<file path="src/rtl/updown_pkg.sv">
package updown_pkg;

   typedef enum logic [1:0] {
      STEP_HOLD = 2'd0,
      STEP_INC  = 2'd1,
      STEP_DEC  = 2'd2
   } step_t;

   // Top value of the counting range for a given width and wrap mode.
   function automatic int unsigned top_value(input int unsigned width, input bit decimal);
      if (decimal) return 9;
      return (1 << width) - 1;
   endfunction

endpackage

</file>
<file path="src/rtl/updown_edge.sv">
module updown_edge #(
   parameter int unsigned STAGES = 2
) (
   input  logic clk,
   input  logic rst_n,
   input  logic req,
   output logic level,
   output logic rise
);

   if (STAGES < 2) begin : g_bad_stages
      $error("updown_edge: STAGES must be at least 2");
   end

   logic [STAGES-1:0] stage_q;
   logic              prev_q;

   // Synchronizer chain, idle level is high so reset loads ones.
   for (genvar g = 0; g < STAGES; g++) begin : g_stage
      if (g == 0) begin : g_first
         always_ff @(posedge clk or negedge rst_n) begin
            if (!rst_n) stage_q[g] <= 1'b1;
            else        stage_q[g] <= req;
         end
      end else begin : g_next
         always_ff @(posedge clk or negedge rst_n) begin
            if (!rst_n) stage_q[g] <= 1'b1;
            else        stage_q[g] <= stage_q[g-1];
         end
      end
   end

   always_ff @(posedge clk or negedge rst_n) begin
      if (!rst_n) prev_q <= 1'b1;
      else        prev_q <= stage_q[STAGES-1];
   end

   assign level = stage_q[STAGES-1];
   assign rise  = level & ~prev_q;


   rise_single_chk : assert property (@(posedge clk) disable iff (!rst_n)
      rise |=> !rise);

endmodule

</file>
<file path="src/rtl/updown_core.sv">
module updown_core
   import updown_pkg::*;
#(
   parameter int unsigned WIDTH   = 4,
   parameter bit          DECIMAL = 1'b0
) (
   input  logic             clk,
   input  logic             rst_n,
   input  logic             clear,
   input  logic             load_n,
   input  logic [WIDTH-1:0] preset,
   input  logic             up_step,
   input  logic             dn_step,
   output logic [WIDTH-1:0] count
);

   localparam int unsigned TOPV = top_value(WIDTH, DECIMAL);
   localparam logic [WIDTH-1:0] MAXV = WIDTH'(TOPV);

   step_t            step;
   logic [WIDTH-1:0] inc_val;
   logic [WIDTH-1:0] dec_val;
   logic [WIDTH-1:0] next_val;

   always_comb begin
      unique case ({up_step, dn_step})
         2'b10:   step = STEP_INC;
         2'b01:   step = STEP_DEC;
         default: step = STEP_HOLD;
      endcase
   end

   if (DECIMAL) begin : g_dec
      assign inc_val = (count >= MAXV) ? '0 : count + 1'b1;
      assign dec_val = (count == '0) ? MAXV : count - 1'b1;
   end else begin : g_bin
      assign inc_val = count + 1'b1;
      assign dec_val = count - 1'b1;
   end

   always_comb begin
      next_val = count;
      if (clear)             next_val = '0;
      else if (!load_n)      next_val = preset;
      else if (step == STEP_INC) next_val = inc_val;
      else if (step == STEP_DEC) next_val = dec_val;
   end

   always_ff @(posedge clk or negedge rst_n) begin
      if (!rst_n) count <= '0;
      else        count <= next_val;
   end


   clear_wins_chk : assert property (@(posedge clk) disable iff (!rst_n)
      clear |=> count == '0);


   load_takes_preset_chk : assert property (@(posedge clk) disable iff (!rst_n)
      (!clear && !load_n) |=> count == $past(preset));


   both_steps_hold_chk : assert property (@(posedge clk) disable iff (!rst_n)
      (!clear && load_n && up_step && dn_step) |=> $stable(count));


   wrap_up_chk : assert property (@(posedge clk) disable iff (!rst_n)
      (!clear && load_n && up_step && !dn_step && count == MAXV) |=> count == '0);


   wrap_down_chk : assert property (@(posedge clk) disable iff (!rst_n)
      (!clear && load_n && dn_step && !up_step && count == '0) |=> count == MAXV);

endmodule

</file>
<file path="src/rtl/updown_cascade.sv">
module updown_cascade #(
   parameter int unsigned WIDTH = 4,
   parameter logic [WIDTH-1:0] MAXV = '1
) (
   input  logic             up_level,
   input  logic             dn_level,
   input  logic [WIDTH-1:0] count,
   output logic             carry_n,
   output logic             borrow_n
);

   logic at_top;
   logic at_zero;

   assign at_top   = (count == MAXV);
   assign at_zero  = (count == '0);
   assign carry_n  = ~(~up_level & at_top);
   assign borrow_n = ~(~dn_level & at_zero);

endmodule

</file>
<file path="src/rtl/updown_slice.sv">
module updown_slice
   import updown_pkg::*;
#(
   parameter int unsigned WIDTH       = 4,
   parameter bit          DECIMAL     = 1'b0,
   parameter int unsigned SYNC_STAGES = 2
) (
   input  logic             clk,
   input  logic             rst_n,
   input  logic             clear,
   input  logic             load_n,
   input  logic [WIDTH-1:0] preset,
   input  logic             up_req,
   input  logic             dn_req,
   output logic [WIDTH-1:0] count,
   output logic             carry_n,
   output logic             borrow_n
);

   localparam int unsigned TOPV = top_value(WIDTH, DECIMAL);
   localparam logic [WIDTH-1:0] MAXV = WIDTH'(TOPV);

   if (WIDTH < 1) begin : g_bad_width
      $error("updown_slice: WIDTH must be at least 1");
   end
   if (DECIMAL && WIDTH < 4) begin : g_bad_dec
      $error("updown_slice: decimal wrap needs WIDTH of at least 4");
   end

   logic up_level, up_rise;
   logic dn_level, dn_rise;
   logic up_step, dn_step;

   updown_edge #(.STAGES(SYNC_STAGES)) u_up_edge (
      .clk   (clk),
      .rst_n (rst_n),
      .req   (up_req),
      .level (up_level),
      .rise  (up_rise)
   );

   updown_edge #(.STAGES(SYNC_STAGES)) u_dn_edge (
      .clk   (clk),
      .rst_n (rst_n),
      .req   (dn_req),
      .level (dn_level),
      .rise  (dn_rise)
   );

   // A step counts only while the opposite strobe rests high.
   assign up_step = up_rise & dn_level;
   assign dn_step = dn_rise & up_level;

   updown_core #(.WIDTH(WIDTH), .DECIMAL(DECIMAL)) u_core (
      .clk     (clk),
      .rst_n   (rst_n),
      .clear   (clear),
      .load_n  (load_n),
      .preset  (preset),
      .up_step (up_step),
      .dn_step (dn_step),
      .count   (count)
   );

   updown_cascade #(.WIDTH(WIDTH), .MAXV(MAXV)) u_cascade (
      .up_level (up_level),
      .dn_level (dn_level),
      .count    (count),
      .carry_n  (carry_n),
      .borrow_n (borrow_n)
   );


   carry_at_top_chk : assert property (@(posedge clk) disable iff (!rst_n)
      !carry_n |-> (count == MAXV && !up_level));


   borrow_at_zero_chk : assert property (@(posedge clk) disable iff (!rst_n)
      !borrow_n |-> (count == '0 && !dn_level));


   gated_rise_hold_chk : assert property (@(posedge clk) disable iff (!rst_n)
      (!clear && load_n && up_rise && !dn_level && !dn_rise) |=> $stable(count));

endmodule

</file>
<file path="config.mk">
export PLATFORM = sky130hd
export DESIGN_NAME = updown_slice
export DESIGN_NICKNAME = d
export VERILOG_FILES = /design/src/rtl/updown_pkg.sv /design/src/rtl/updown_edge.sv /design/src/rtl/updown_core.sv /design/src/rtl/updown_cascade.sv /design/src/rtl/updown_slice.sv
export SDC_FILE = /design/constraint.sdc
export NUM_CORES = 1
export LEC_CHECK = 0
export CAP_MARGIN = 15
export CORE_AREA = 4 4 41 43
export DETAILED_ROUTE_END_ITERATION = 16
export DIE_AREA = 0 0 45 47
export GPL_ROUTABILITY_DRIVEN = 0
export PLACE_DENSITY = 0.69
export SYNTH_ARGS = -nofsm -noshare
export SYNTH_HDL_FRONTEND = slang
export SYNTH_SLANG_ARGS = --single-unit
</file>
<file path="constraint.sdc">
create_clock -name clk -period 2.35 [get_ports clk]
set_input_delay 0.47 -clock clk [delete_from_list [all_inputs] [get_ports clk]]
set_output_delay 0.47 -clock clk [all_outputs]
set_load 0.05 [all_outputs]
</file>
# Word-level counts from Yosys, hierarchy flattened
# Cells that the tools add are included.
op_classes:
  muxes: 5
  n_reduce_logical: 1
  add_sub_neg: 2
  n_eq_ne: 6
  bitwise: 12
op_table:
  columns: ["operator", "n"]
  rows:
  - ["4-bit 2-to-1 mux", 4]
  - ["1-bit AND", 6]
  - ["1-bit NOT", 6]
  - ["4-bit by 1-bit adder with 4-bit output, second input constant", 1]
  - ["2-bit by 1-bit == test with 1-bit output, second input constant", 2]
  - ["2-bit == test, second input constant", 2]
  - ["4-bit == test, second input constant", 1]
  - ["4-bit logical NOT", 1]
  - ["4-bit by 2-bit != test with 1-bit output, second input constant", 1]
  - ["2-bit case mux with 2 select lines", 1]
  - ["4-bit by 1-bit subtractor with 4-bit output, second input constant", 1]
word_totals:
  word_cells: 33
  out_inout_bits: 6
  regBits: 10
  in_bits: 10

# Logic depth before layout (Yosys ltp)
# Gate-level depths: netlist of the first run.
logic_depth:
  depth_word: 10
  depth_mapped: 9
  ltp_nobuf: 9

# Cells and area by module
# Synthesis of the first run repeated with hierarchy kept, for this count alone.
unflattened:
  hier_cells: 47
  area_unflattened_um2: 530.5
modules_own_cells:
  columns: ["module", "instances", "cells_each", "seq_area_each_um2", "area_per_inst_um2"]
  rows:
  - ["updown_core", 1, 32, 100.1, 307.8]
  - ["updown_edge", 2, 4, 78.8, 92.6]
  - ["updown_cascade", 1, 5, 0.0, 25.0]
  - ["updown_slice", 1, 2, 0.0, 12.5]

# Least setup slack after synthesis of the first run
# Ideal clock, no wire load.
synth_timing:
  path_kind: "register to register"
  startpoint: "register u_dn_edge.stage_q[1], in the netlist u_dn_edge.level"
  endpoint: "register u_core.count[3]"
  period_less_slack_ns: 2.145
  setup_ns: 0.129
  path_slack_ns: 0.205
  arrival_time_ns: 2.016
  path_stages_with_launch: 10
  required_time_ns: 2.221
  path_buffers: 0
  path_cell_list: "dfstp_2 -> nand2_1 -> or2_1 -> ha_1 -> inv_1 -> ha_1 -> a21oi_1 -> and3_1 -> o211ai_1 -> nor3b_2"
synth_via:
  elab_chain_len: 8
  word_cells_on_any_way: 12
  classes_between: "5 x eq/ne; 4 x mux; 3 x bitwise"
synth_lines:
  columns: ["element", "line", "source"]
  rows:
  - ["start: declaration", "updown_edge.sv:15", "logic [STAGES-1:0] stage_q;"]
  - ["start signal: indexed assignment", "updown_edge.sv:28", "else stage_q[g] <= stage_q[g-1];"]
  - ["1-bit AND", "updown_edge.sv:39", "assign rise = level & ~prev_q;"]
  - ["1-bit AND", "updown_slice.sv:52", "assign dn_step = dn_rise & up_level;"]
  - ["2-bit by 1-bit == test with 1-bit output / 2-bit == test (equally long branches)", "updown_core.sv:26", "unique case ({up_step, dn_step})"]
  - ["2-bit case mux with 2 select lines (*)", "updown_core.sv:26", null]
  - ["2-bit by 1-bit == test with 1-bit output", "updown_core.sv:45", "else if (step == STEP_INC) next_val = inc_val;"]
  - ["4-bit 2-to-1 mux", "updown_core.sv:45", null]
  - ["4-bit 2-to-1 mux", "updown_core.sv:44", "else if (!load_n) next_val = preset;"]
  - ["4-bit 2-to-1 mux", "updown_core.sv:43", "if (clear) next_val = '0;"]
  - ["end signal: assignment", "updown_core.sv:51", "else count <= next_val;"]
  - ["end: declaration", "updown_core.sv:14", "output logic [WIDTH-1:0] count"]
# Mark *: on every way between the ends. The rest lies on a longest branch, timed or not.
# A chain may end at the register's enable or synchronous reset.

# Worst setup path after layout of the first run
layout_timing:
  startpoint: "register u_core.count[1]"
  endpoint: "output port carry_n"
layout_via:
  elab_chain_len: 3
layout_lines:
  columns: ["element", "line", "source"]
  rows:
  - ["4-bit == test", "updown_cascade.sv:15", "assign at_top = (count == MAXV);"]
  - ["1-bit AND", "updown_cascade.sv:17", "assign carry_n = ~(~up_level & at_top);"]
  - ["1-bit NOT", "updown_cascade.sv:17", null]
  - ["end: declaration", "updown_slice.sv:16", "output logic carry_n,"]
# Every way passes these cells.

==> results of run 1 <==
[cells in the mapped netlist]
master / n
o21bai_1: 1
nand3_1: 1
nor4b_2: 1
o211ai_1: 1
nand2_1: 3
dfstp_2: 6
o21ai_1: 1
fa_1: 1
mux2i_1: 3
and3_1: 1
a211oi_1: 1
a211oi_2: 1
buf_2: 2
a21oi_1: 1
nand4_1: 1
or2_1: 2
xnor2_1: 2
inv_1: 1
ha_1: 3
dfrtp_1: 4
nor2_1: 6
nor3_1: 1
nor3b_2: 1
[cells by family (layout without fill, tap and decap cells)]
group / Yosys count / count (layout) / synth area share, %
multiplexers: 3 / 3 / 5.80
adder cells (fa/ha/maj): 4 / 4 / 11.1
buffers and inverters: 3 / 21 / 2.66
flip-flops: 10 / 10 / 49.8
XOR/XNOR: 2 / 2 / 3.38
AND/OR/NAND/NOR: 17 / 17 / 18.6
AO/OA/AOI/OAI: 6 / 6 / 8.70
[layout make-up]
cell class	count	area, um2
repair buffers	16	158
clock buffers	4	36.3
fillers	121	577
flip-flops and latches	10	258
inverters	1	3.75
multi-input cells	32	250
well taps	15	18.8
[registers in the layout (all words and copies together) (netlist names)]
register	flops
u_core.count	4
u_dn_edge.level	1
u_dn_edge.prev_q	1
u_dn_edge.stage_q	1
u_up_edge.level	1
u_up_edge.prev_q	1
u_up_edge.stage_q	1
[power groups by stage]
| stage | clock [uW] | sequential, uW | combinational (uW) |
|---|---|---|---|
| finish | 145 | 200 | 113 |
| global route | 163 | 203 | 126 |
| CTS | 152 | 200 | 113 |
| detailed placement | 0 | 203 | 113 |
| global placement | 0 | 203 | 112 |
| floorplan | 0 | 221 | 50.4 |
[layer usage]
| layer | up-vias | part of all wire (%) |
|---|---|---|
| met4 | 0 | 1.1 |
| met1 | 179 | 41 |
| met3 | 2 | 7.6 |
| li1 | 191 | - |
| met2 | 15 | 50 |
| met5 | - | 0 |
[worst paths after layout]
path | endpoint | from | slack [ns] | depth (start not counted)
min in group asynchronous | u_core.count[1] | rst_n | 0.50 | 1
worst max-delay path | carry_n | u_core.count[1] | 0.13 | 3
worst min-delay path | u_dn_edge.level | u_dn_edge.stage_q[0] | 0.36 | 0
max in group asynchronous | u_up_edge.stage_q[0] | rst_n | 1.53 | 1
worst min register to register | u_dn_edge.level | u_dn_edge.stage_q[0] | 0.36 | 0
worst max register to register | u_core.count[3] | u_dn_edge.level | 0.21 | 9
[stage by stage]
stage | hold slack, ns | area [um2]
after floorplan | 0.174 | 518
after global placement | 0.346 | 684
after detailed placement | 0.348 | 684
after CTS | 0.357 | 721
after global routing | 0.368 | 724
final | 0.355 | 724
==> impl_metrics.prom, run 1 <==
# TYPE chip_impl_metric gauge
chip_impl_info{name="result_of_the_run",value="finished, final reports clean"} 1
chip_impl_info{name="synth.largest_area_cell",value="dfstp_2"} 1
chip_impl_metric{name="crit_fanout",unit=""} 6
chip_impl_metric{name="synth_fp_nets",unit=""} 59
chip_impl_metric{name="cts-buffers-inserted",unit=""} 3
chip_impl_metric{name="drt-vias-per-instance",unit=""} 4.96
chip_impl_metric{name="grt_pass1_vias",unit=""} 415
chip_impl_info{name="synthTopCellsByArea",value="dfstp_2 (30%), dfrtp_1 (19%), ha_1 (7.2%), mux2i_1 (5.8%), nor2_1 (4.3%)"} 1
chip_impl_metric{name="global_route_total_overflow",unit=""} 0
chip_impl_metric{name="use_met1",unit="%"} 12.9
chip_impl_metric{name="cellPowerDensity",unit="nW/um2"} 633
chip_impl_metric{name="critical_path.n_buffers_inverters",unit=""} 1
chip_impl_metric{name="ctsResizeCount",unit=""} 0
chip_impl_info{name="tritoncts",value="done"} 1
chip_impl_metric{name="grt_antenna_before_repair",unit=""} 0
chip_impl_metric{name="cts.reportedPaths.clkPinSlew",unit="ns"} 0.06
chip_impl_metric{name="grt.met3_usage",unit="%"} 5.75
chip_impl_info{name="worstSetupStartpointType",value="flop"} 1
chip_impl_metric{name="dpl.cell_count",unit=""} 74
chip_impl_metric{name="violation_count_after_the_first_detailed_route_iteration",unit=""} 3
chip_impl_metric{name="place_worst_setup_slack",unit="ns"} 0.140
chip_impl_metric{name="synth_seq_area_share",unit="%"} 49.8
chip_impl_info{name="busiest_layer",value="met2"} 1
chip_impl_metric{name="post-route-period-util",unit="%"} 94.3
chip_impl_metric{name="die_area",unit="um2"} 2120
chip_impl_metric{name="clock_tree.htree_level_count",unit=""} 1
chip_impl_metric{name="route.vias.total",unit=""} 387
chip_impl_metric{name="cts_post_setup_buffers_inserted",unit=""} 0
chip_impl_metric{name="comb_power_share",unit="%"} 24.7
chip_impl_metric{name="inserted_diodes",unit=""} 0
chip_impl_metric{name="yosys_register_bits",unit=""} 10
chip_impl_metric{name="groute.layer.met2.usage",unit="%"} 19.8
chip_impl_metric{name="internal_power",unit="uW"} 333
chip_impl_metric{name="die_width",unit="um"} 45
chip_impl_info{name="cpLargestDelayFamily",value="buffers and inverters"} 1
chip_impl_metric{name="maxCapViolations",unit=""} 0
chip_impl_metric{name="cts_hold_repair.buffers",unit=""} 0
chip_impl_metric{name="grt_start_max_net_pins",unit=""} 11
chip_impl_metric{name="grt_usage",unit="%"} 11.9
chip_impl_metric{name="dp_hpwl",unit="um"} 764
chip_impl_metric{name="yosys_warnings",unit=""} 0
chip_impl_metric{name="max_stage_delay",unit="ns"} 0.70
chip_impl_metric{name="cp.arrival",unit="ns"} 1.75
chip_impl_metric{name="timing.final.ws_setup",unit="ns"} 0.133
chip_impl_metric{name="tns",unit="ns"} 0
chip_impl_metric{name="syn_inst",unit=""} 45
chip_impl_metric{name="nets_final",unit=""} 78
chip_impl_metric{name="synth_cell_type_count",unit=""} 23
chip_impl_metric{name="area_share_of_the_leading_cell_type_in_the_synthesized_netlist",unit="%"} 30.4
chip_impl_metric{name="netlist_area",unit="um2"} 518
chip_impl_metric{name="tritoncts_num_sinks",unit=""} 10
chip_impl_metric{name="layout-drive-gt1-share",unit="%"} 23.8
chip_impl_metric{name="share_seq_of_total_power",unit="%"} 43.6
chip_impl_info{name="crit_path_cell_trace",value="nand4_1 > or2_1 > clkdlybuf4s50_1"} 1
chip_impl_metric{name="layout.core_utilization",unit="%"} 55.7
chip_impl_metric{name="vdd_drop_max",unit="mV"} 0.471
chip_impl_metric{name="drt-total-wl",unit="um"} 892
chip_impl_info{name="critical_path_class",value="reg2out"} 1
chip_impl_metric{name="achievable-frequency",unit="MHz"} 451
chip_impl_metric{name="sw_frac_of_total",unit="%"} 27.4
chip_impl_metric{name="wire_per_inst",unit="um"} 11.4
chip_impl_metric{name="clkPwrFrac",unit="%"} 31.7
chip_impl_info{name="unrepaired_setup_endpoints_after_global_routing",value="no"} 1
chip_impl_metric{name="p_leak",unit="uW"} 0.000298
chip_impl_info{name="timing.critical_path.to_type",value="output pin"} 1
chip_impl_info{name="layout_commonest_cell",value="clkdlybuf4s50_1"} 1
chip_impl_metric{name="dr.pass1.iters",unit=""} 4
chip_impl_metric{name="syn_avg_cell_area",unit="um2"} 11.5
chip_impl_metric{name="finalCriticalPeriod",unit="ns"} 2.22
chip_impl_info{name="layout_common_cells",value="clkdlybuf4s50_1 (15), nor2_1 (6), dfstp_2 (6), dfrtp_1 (4)"} 1
chip_impl_metric{name="clk_latency",unit="ns"} 0.25
chip_impl_metric{name="finalNonFillerCells",unit=""} 78
chip_impl_info{name="hold_path.class",value="reg2reg"} 1
chip_impl_metric{name="critical_path_required",unit="ns"} 1.88
chip_impl_metric{name="timing.max_slew.rel_slack",unit="%"} 66.6
chip_impl_metric{name="numPortBuffers",unit=""} 15
chip_impl_metric{name="placementRows",unit=""} 13
chip_impl_info{name="cts_root_buffer",value="clkbuf_4"} 1
chip_impl_metric{name="timing.final.setup_violations",unit=""} 0
chip_impl_metric{name="finalClockSkew",unit="ns"} 0.00202
chip_impl_metric{name="ioPinCount",unit=""} 16
chip_impl_metric{name="final_power",unit="uW"} 459
chip_impl_metric{name="synthToLayoutAreaGrowth",unit="%"} 39.9
chip_impl_info{name="critical-path-slowest-cell",value="clkdlybuf4s50_1"} 1
chip_impl_metric{name="grt_first_pass_wirelength",unit="mm"} 1.73
chip_impl_metric{name="tightestPinTransition",unit="ns"} 0.499
chip_impl_metric{name="fp.dieH",unit="um"} 47
chip_impl_metric{name="finalHoldViolations",unit=""} 0
chip_impl_metric{name="floorplan_core_area",unit="um2"} 1300
chip_impl_metric{name="max_slew_violations",unit=""} 0
chip_impl_metric{name="effective_utilization_at_floorplan",unit="%"} 39.8
chip_impl_metric{name="total_switching_power",unit="uW"} 126
chip_impl_metric{name="clk_path_buf_depth",unit=""} 2
chip_impl_metric{name="final_antenna_net_count",unit=""} 0
chip_impl_metric{name="remaining_drc_errors",unit=""} 0
Power figures use the tool's default switching activity.
==> run 2: changes to the inputs <==
--- a/config.mk
+++ b/config.mk
@@ -5,12 +5,15 @@
 export SDC_FILE = /design/constraint.sdc
 export NUM_CORES = 1
 export LEC_CHECK = 0
+export ABC_AREA = 1
 export CAP_MARGIN = 15
 export CORE_AREA = 4 4 41 43
 export DETAILED_ROUTE_END_ITERATION = 16
 export DIE_AREA = 0 0 45 47
 export GPL_ROUTABILITY_DRIVEN = 0
-export PLACE_DENSITY = 0.69
+export GPL_TIMING_DRIVEN = 0
+export MAX_ROUTING_LAYER = met4
+export PLACE_DENSITY = 0.71
 export SYNTH_ARGS = -nofsm -noshare
 export SYNTH_HDL_FRONTEND = slang
 export SYNTH_SLANG_ARGS = --single-unit
==> run 2 against run 1 <==
Against the previous run:
- global-route usage about the same
- first-iteration DRC count decreased by 100%
- die area unchanged
- critical endpoint is now borrow_n
==> impl_metrics.prom, run 2 <==
# TYPE chip_impl_metric gauge
chip_impl_metric{name="grt_pass1_vias",unit=""} 422
chip_impl_metric{name="fp.dieH",unit="um"} 47
chip_impl_metric{name="grt_start_max_net_pins",unit=""} 11
chip_impl_info{name="min-delay-start",value="u_dn_edge.stage_q[0]"} 1
chip_impl_info{name="layout_commonest_cell",value="clkdlybuf4s50_1"} 1
chip_impl_info{name="result_of_the_run",value="finished, final reports clean"} 1
chip_impl_info{name="worstSetupStartpointType",value="flop"} 1
chip_impl_metric{name="grt_first_pass_wirelength",unit="mm"} 1.74
chip_impl_metric{name="ctsResizeCount",unit=""} 0
chip_impl_metric{name="ys_async_sr_fraction",unit="%"} 100
chip_impl_metric{name="placementRows",unit=""} 13
chip_impl_metric{name="met3WireLength",unit="um"} 43
chip_impl_metric{name="drt-vias-per-instance",unit=""} 4.63
chip_impl_metric{name="violation_count_after_the_first_detailed_route_iteration",unit=""} 0
chip_impl_info{name="reg2reg_from",value="u_up_edge.level"} 1
chip_impl_metric{name="die_width",unit="um"} 45
chip_impl_metric{name="yosys_register_bits",unit=""} 10
chip_impl_metric{name="final_cell_area",unit="um2"} 741
chip_impl_metric{name="dr.pass1.iters",unit=""} 1
chip_impl_metric{name="clk_path_buf_depth",unit=""} 2
chip_impl_metric{name="max_slew_violations",unit=""} 0
chip_impl_metric{name="drt-total-wl",unit="um"} 990
chip_impl_metric{name="layout.core_utilization",unit="%"} 56.9
chip_impl_metric{name="fillers",unit=""} 120
chip_impl_metric{name="tritoncts_num_sinks",unit=""} 10
chip_impl_metric{name="cellPowerDensity",unit="nW/um2"} 663
chip_impl_info{name="unrepaired_setup_endpoints_after_global_routing",value="no"} 1
chip_impl_metric{name="grt_antenna_before_repair",unit=""} 0
chip_impl_metric{name="remaining_drc_errors",unit=""} 0
chip_impl_metric{name="synth_edf_count",unit=""} 0
chip_impl_metric{name="synthToLayoutAreaGrowth",unit="%"} 35.8
chip_impl_metric{name="yosys_warnings",unit=""} 0
chip_impl_metric{name="final_antenna_net_count",unit=""} 0
chip_impl_metric{name="worst_r2r_path_depth",unit=""} 8
chip_impl_metric{name="cts-buffers-inserted",unit=""} 3
chip_impl_info{name="synth_ff_type",value="dfstp_2"} 1
chip_impl_info{name="timing.critical_path.to_type",value="output pin"} 1
chip_impl_info{name="hold_path.class",value="reg2reg"} 1
chip_impl_metric{name="hold-worst-slack",unit="ns"} 0.356
chip_impl_metric{name="layout-drive-gt1-share",unit="%"} 15.4
chip_impl_metric{name="timing.final.setup_violations",unit=""} 0
chip_impl_metric{name="achievable-frequency",unit="MHz"} 459
chip_impl_info{name="hold-path-endpoint",value="u_dn_edge.level"} 1
chip_impl_metric{name="max_ffs_per_register",unit=""} 4
chip_impl_metric{name="route.vias.total",unit=""} 431
chip_impl_metric{name="cp.arrival",unit="ns"} 1.71
chip_impl_metric{name="ioPinCount",unit=""} 16
chip_impl_metric{name="cts_post_setup_buffers_inserted",unit=""} 0
chip_impl_metric{name="total_switching_power",unit="uW"} 148
chip_impl_metric{name="drt-met1-wl",unit="um"} 504
chip_impl_metric{name="clkPwrFrac",unit="%"} 29.2
chip_impl_metric{name="finalCriticalPeriod",unit="ns"} 2.18
chip_impl_metric{name="comb_power_share",unit="%"} 29.0
chip_impl_metric{name="place_area",unit="um2"} 704
chip_impl_info{name="critical_path_class",value="reg2out"} 1
chip_impl_metric{name="effective_utilization_at_floorplan",unit="%"} 41.9
chip_impl_metric{name="finalNonFillerCells",unit=""} 93
chip_impl_metric{name="tns",unit="ns"} 0
chip_impl_info{name="layout_common_cells",value="clkdlybuf4s50_1 (14), nand2_1 (12), nor2_1 (7), inv_1 (6), dfstp_2 (6)"} 1
chip_impl_metric{name="synth_fp_nets",unit=""} 74
chip_impl_metric{name="internal_power",unit="uW"} 343
chip_impl_info{name="registers.top_by_ff_count",value="u_core.count"} 1
chip_impl_metric{name="vdd_drop_max",unit="mV"} 0.354
chip_impl_metric{name="synth_cell_type_count",unit=""} 19
chip_impl_info{name="most_instantiated_cells_after_synthesis",value="nand2_1 (12), nor2_1 (7), dfstp_2 (6), inv_1 (6), nand3_1 (5)"} 1
chip_impl_metric{name="dp_hpwl",unit="um"} 837
chip_impl_metric{name="finalClockSkew",unit="ns"} 0.00438
chip_impl_info{name="critical_path.reg2reg.endpoint",value="u_core.count[2]"} 1
chip_impl_metric{name="critical_path_required",unit="ns"} 1.88
chip_impl_metric{name="sw_frac_of_total",unit="%"} 30.2
chip_impl_metric{name="regToRegSetupSlack",unit="ns"} 0.23
chip_impl_metric{name="inserted_diodes",unit=""} 0
chip_impl_metric{name="p_leak",unit="uW"} 0.000335
chip_impl_metric{name="met2WireLength",unit="um"} 441
chip_impl_metric{name="netlist_area",unit="um2"} 546
chip_impl_info{name="synth.largest_area_cell",value="dfstp_2"} 1
chip_impl_metric{name="crit_fanout",unit=""} 6
chip_impl_metric{name="share_seq_of_total_power",unit="%"} 41.9
chip_impl_metric{name="syn_avg_cell_area",unit="um2"} 9.09
chip_impl_info{name="critical_path.startpoint",value="u_core.count[3]"} 1
chip_impl_metric{name="synth_seq_area_share",unit="%"} 47.2
chip_impl_metric{name="syn_inst",unit=""} 60
chip_impl_metric{name="dpl.cell_count",unit=""} 89
chip_impl_metric{name="global_route_total_overflow",unit=""} 0
chip_impl_metric{name="grt_usage",unit="%"} 11.8
chip_impl_metric{name="tightestPinTransition",unit="ns"} 0.502
chip_impl_metric{name="cts_hold_repair.buffers",unit=""} 0
chip_impl_info{name="synthTopCellsByArea",value="dfstp_2 (29%), dfrtp_1 (18%), nand2_1 (8.3%), ha_1 (6.9%), nor2_1 (4.8%)"} 1
chip_impl_metric{name="numPortBuffers",unit=""} 14
chip_impl_metric{name="cts.reportedPaths.clkPinSlew",unit="ns"} 0.06
chip_impl_metric{name="nets_final",unit=""} 93
chip_impl_metric{name="post-route-period-util",unit="%"} 92.7
chip_impl_metric{name="area_share_of_the_leading_cell_type_in_the_synthesized_netlist",unit="%"} 28.9
chip_impl_metric{name="die_area",unit="um2"} 2120
chip_impl_metric{name="floorplan_core_area",unit="um2"} 1300
chip_impl_metric{name="timing.max_slew.rel_slack",unit="%"} 66.4
chip_impl_info{name="uppermost_layer_routed",value="met3"} 1
chip_impl_info{name="most_common_cell_in_the_synthesized_netlist",value="nand2_1"} 1
chip_impl_metric{name="wire_per_inst",unit="um"} 10.6
chip_impl_info{name="tritoncts",value="done"} 1
chip_impl_metric{name="maxCapViolations",unit=""} 0
chip_impl_metric{name="clk_latency",unit="ns"} 0.25
chip_impl_metric{name="clock_tree.htree_level_count",unit=""} 1
chip_impl_metric{name="finalHoldViolations",unit=""} 0
chip_impl_metric{name="holdPathStages",unit=""} 0
chip_impl_info{name="cts_root_buffer",value="clkbuf_4"} 1
## run 2: cell count changes in the layout (fill, tap and decap cells not counted), sizes merged, moves of 2 or more
cell | previous run | this run
inv | 1 | 6
nand2 | 3 | 12
mux2i | 3 | 1
nand3 | 1 | 5
a211oi | 2 | 0
o21ai | 1 | 4
xor2 | 0 | 2
## run 2: power by group through the flow
stage	sequential, uW	clock (uW)	combinational (uW)
floorplan	232	0	68.9
global placement	208	0	142
detailed placement	208	0	144
CTS	206	148	144
global route	208	160	158
finish	206	143	142
## run 2: per-stage QoR
| stage | total power [uW] | setup slack [ns] |
|---|---|---|
| after global routing | 527 | 0.0660 |
| after detailed placement | 352 | 0.236 |
| after CTS | 498 | 0.155 |
| final | 491 | 0.171 |
| after global placement | 349 | 0.234 |
| after floorplan | 300 | 0.366 |
## run 2: worst max path at each step
stage / to / slack (ns) / cells after the start
2_1_floorplan: u_core.count[3] / 0.37 / 11
3_3_place_gp: u_core.count[2] / 0.23 / 8
3_5_place_dp: u_core.count[2] / 0.24 / 8
4_1_cts: borrow_n / 0.16 / 3
5_1_grt: borrow_n / 0.07 / 3
6_report: borrow_n / 0.17 / 3
## run 2: kinds of logic (layout without fill, tap and decap cells)
kind of cell,Yosys count,after routing,synth area share [%]
buf+inv,7,25,6.65
mux,1,1,1.83
fa+ha+maj,4,4,10.6
xor+xnor,3,3,4.82
simple gates,29,29,23.2
flops,10,10,47.2
compound gates,6,6,5.73
## run 2: routing by layer
layer  vias to the layer above  global-route usage [%]
met2                        11                    19.2
met5                         -                       -
met4                         0                    3.51
met3                         0                    2.30
met1                       190                    14.9
li1                        230                       -
## run 2: layout make-up
type                    count  area (um2)  share of cell area (%)
clock buffers               4        36.3                    4.90
inverters                   6        22.5                    3.04
well taps                  15        18.8                    2.53
plain buffers               1        13.8                    1.86
flip-flops and latches     10         258                    34.8
repair buffers             14         140                    18.9
multi-input cells          43         251                    34.0
## run 2: worst max-delay path: stages, from the launching register on
cell and delay (ns):
dfrtp_1 0.46, nor3_1 0.21, nand3_1 0.08, clkdlybuf4s50_1 0.71
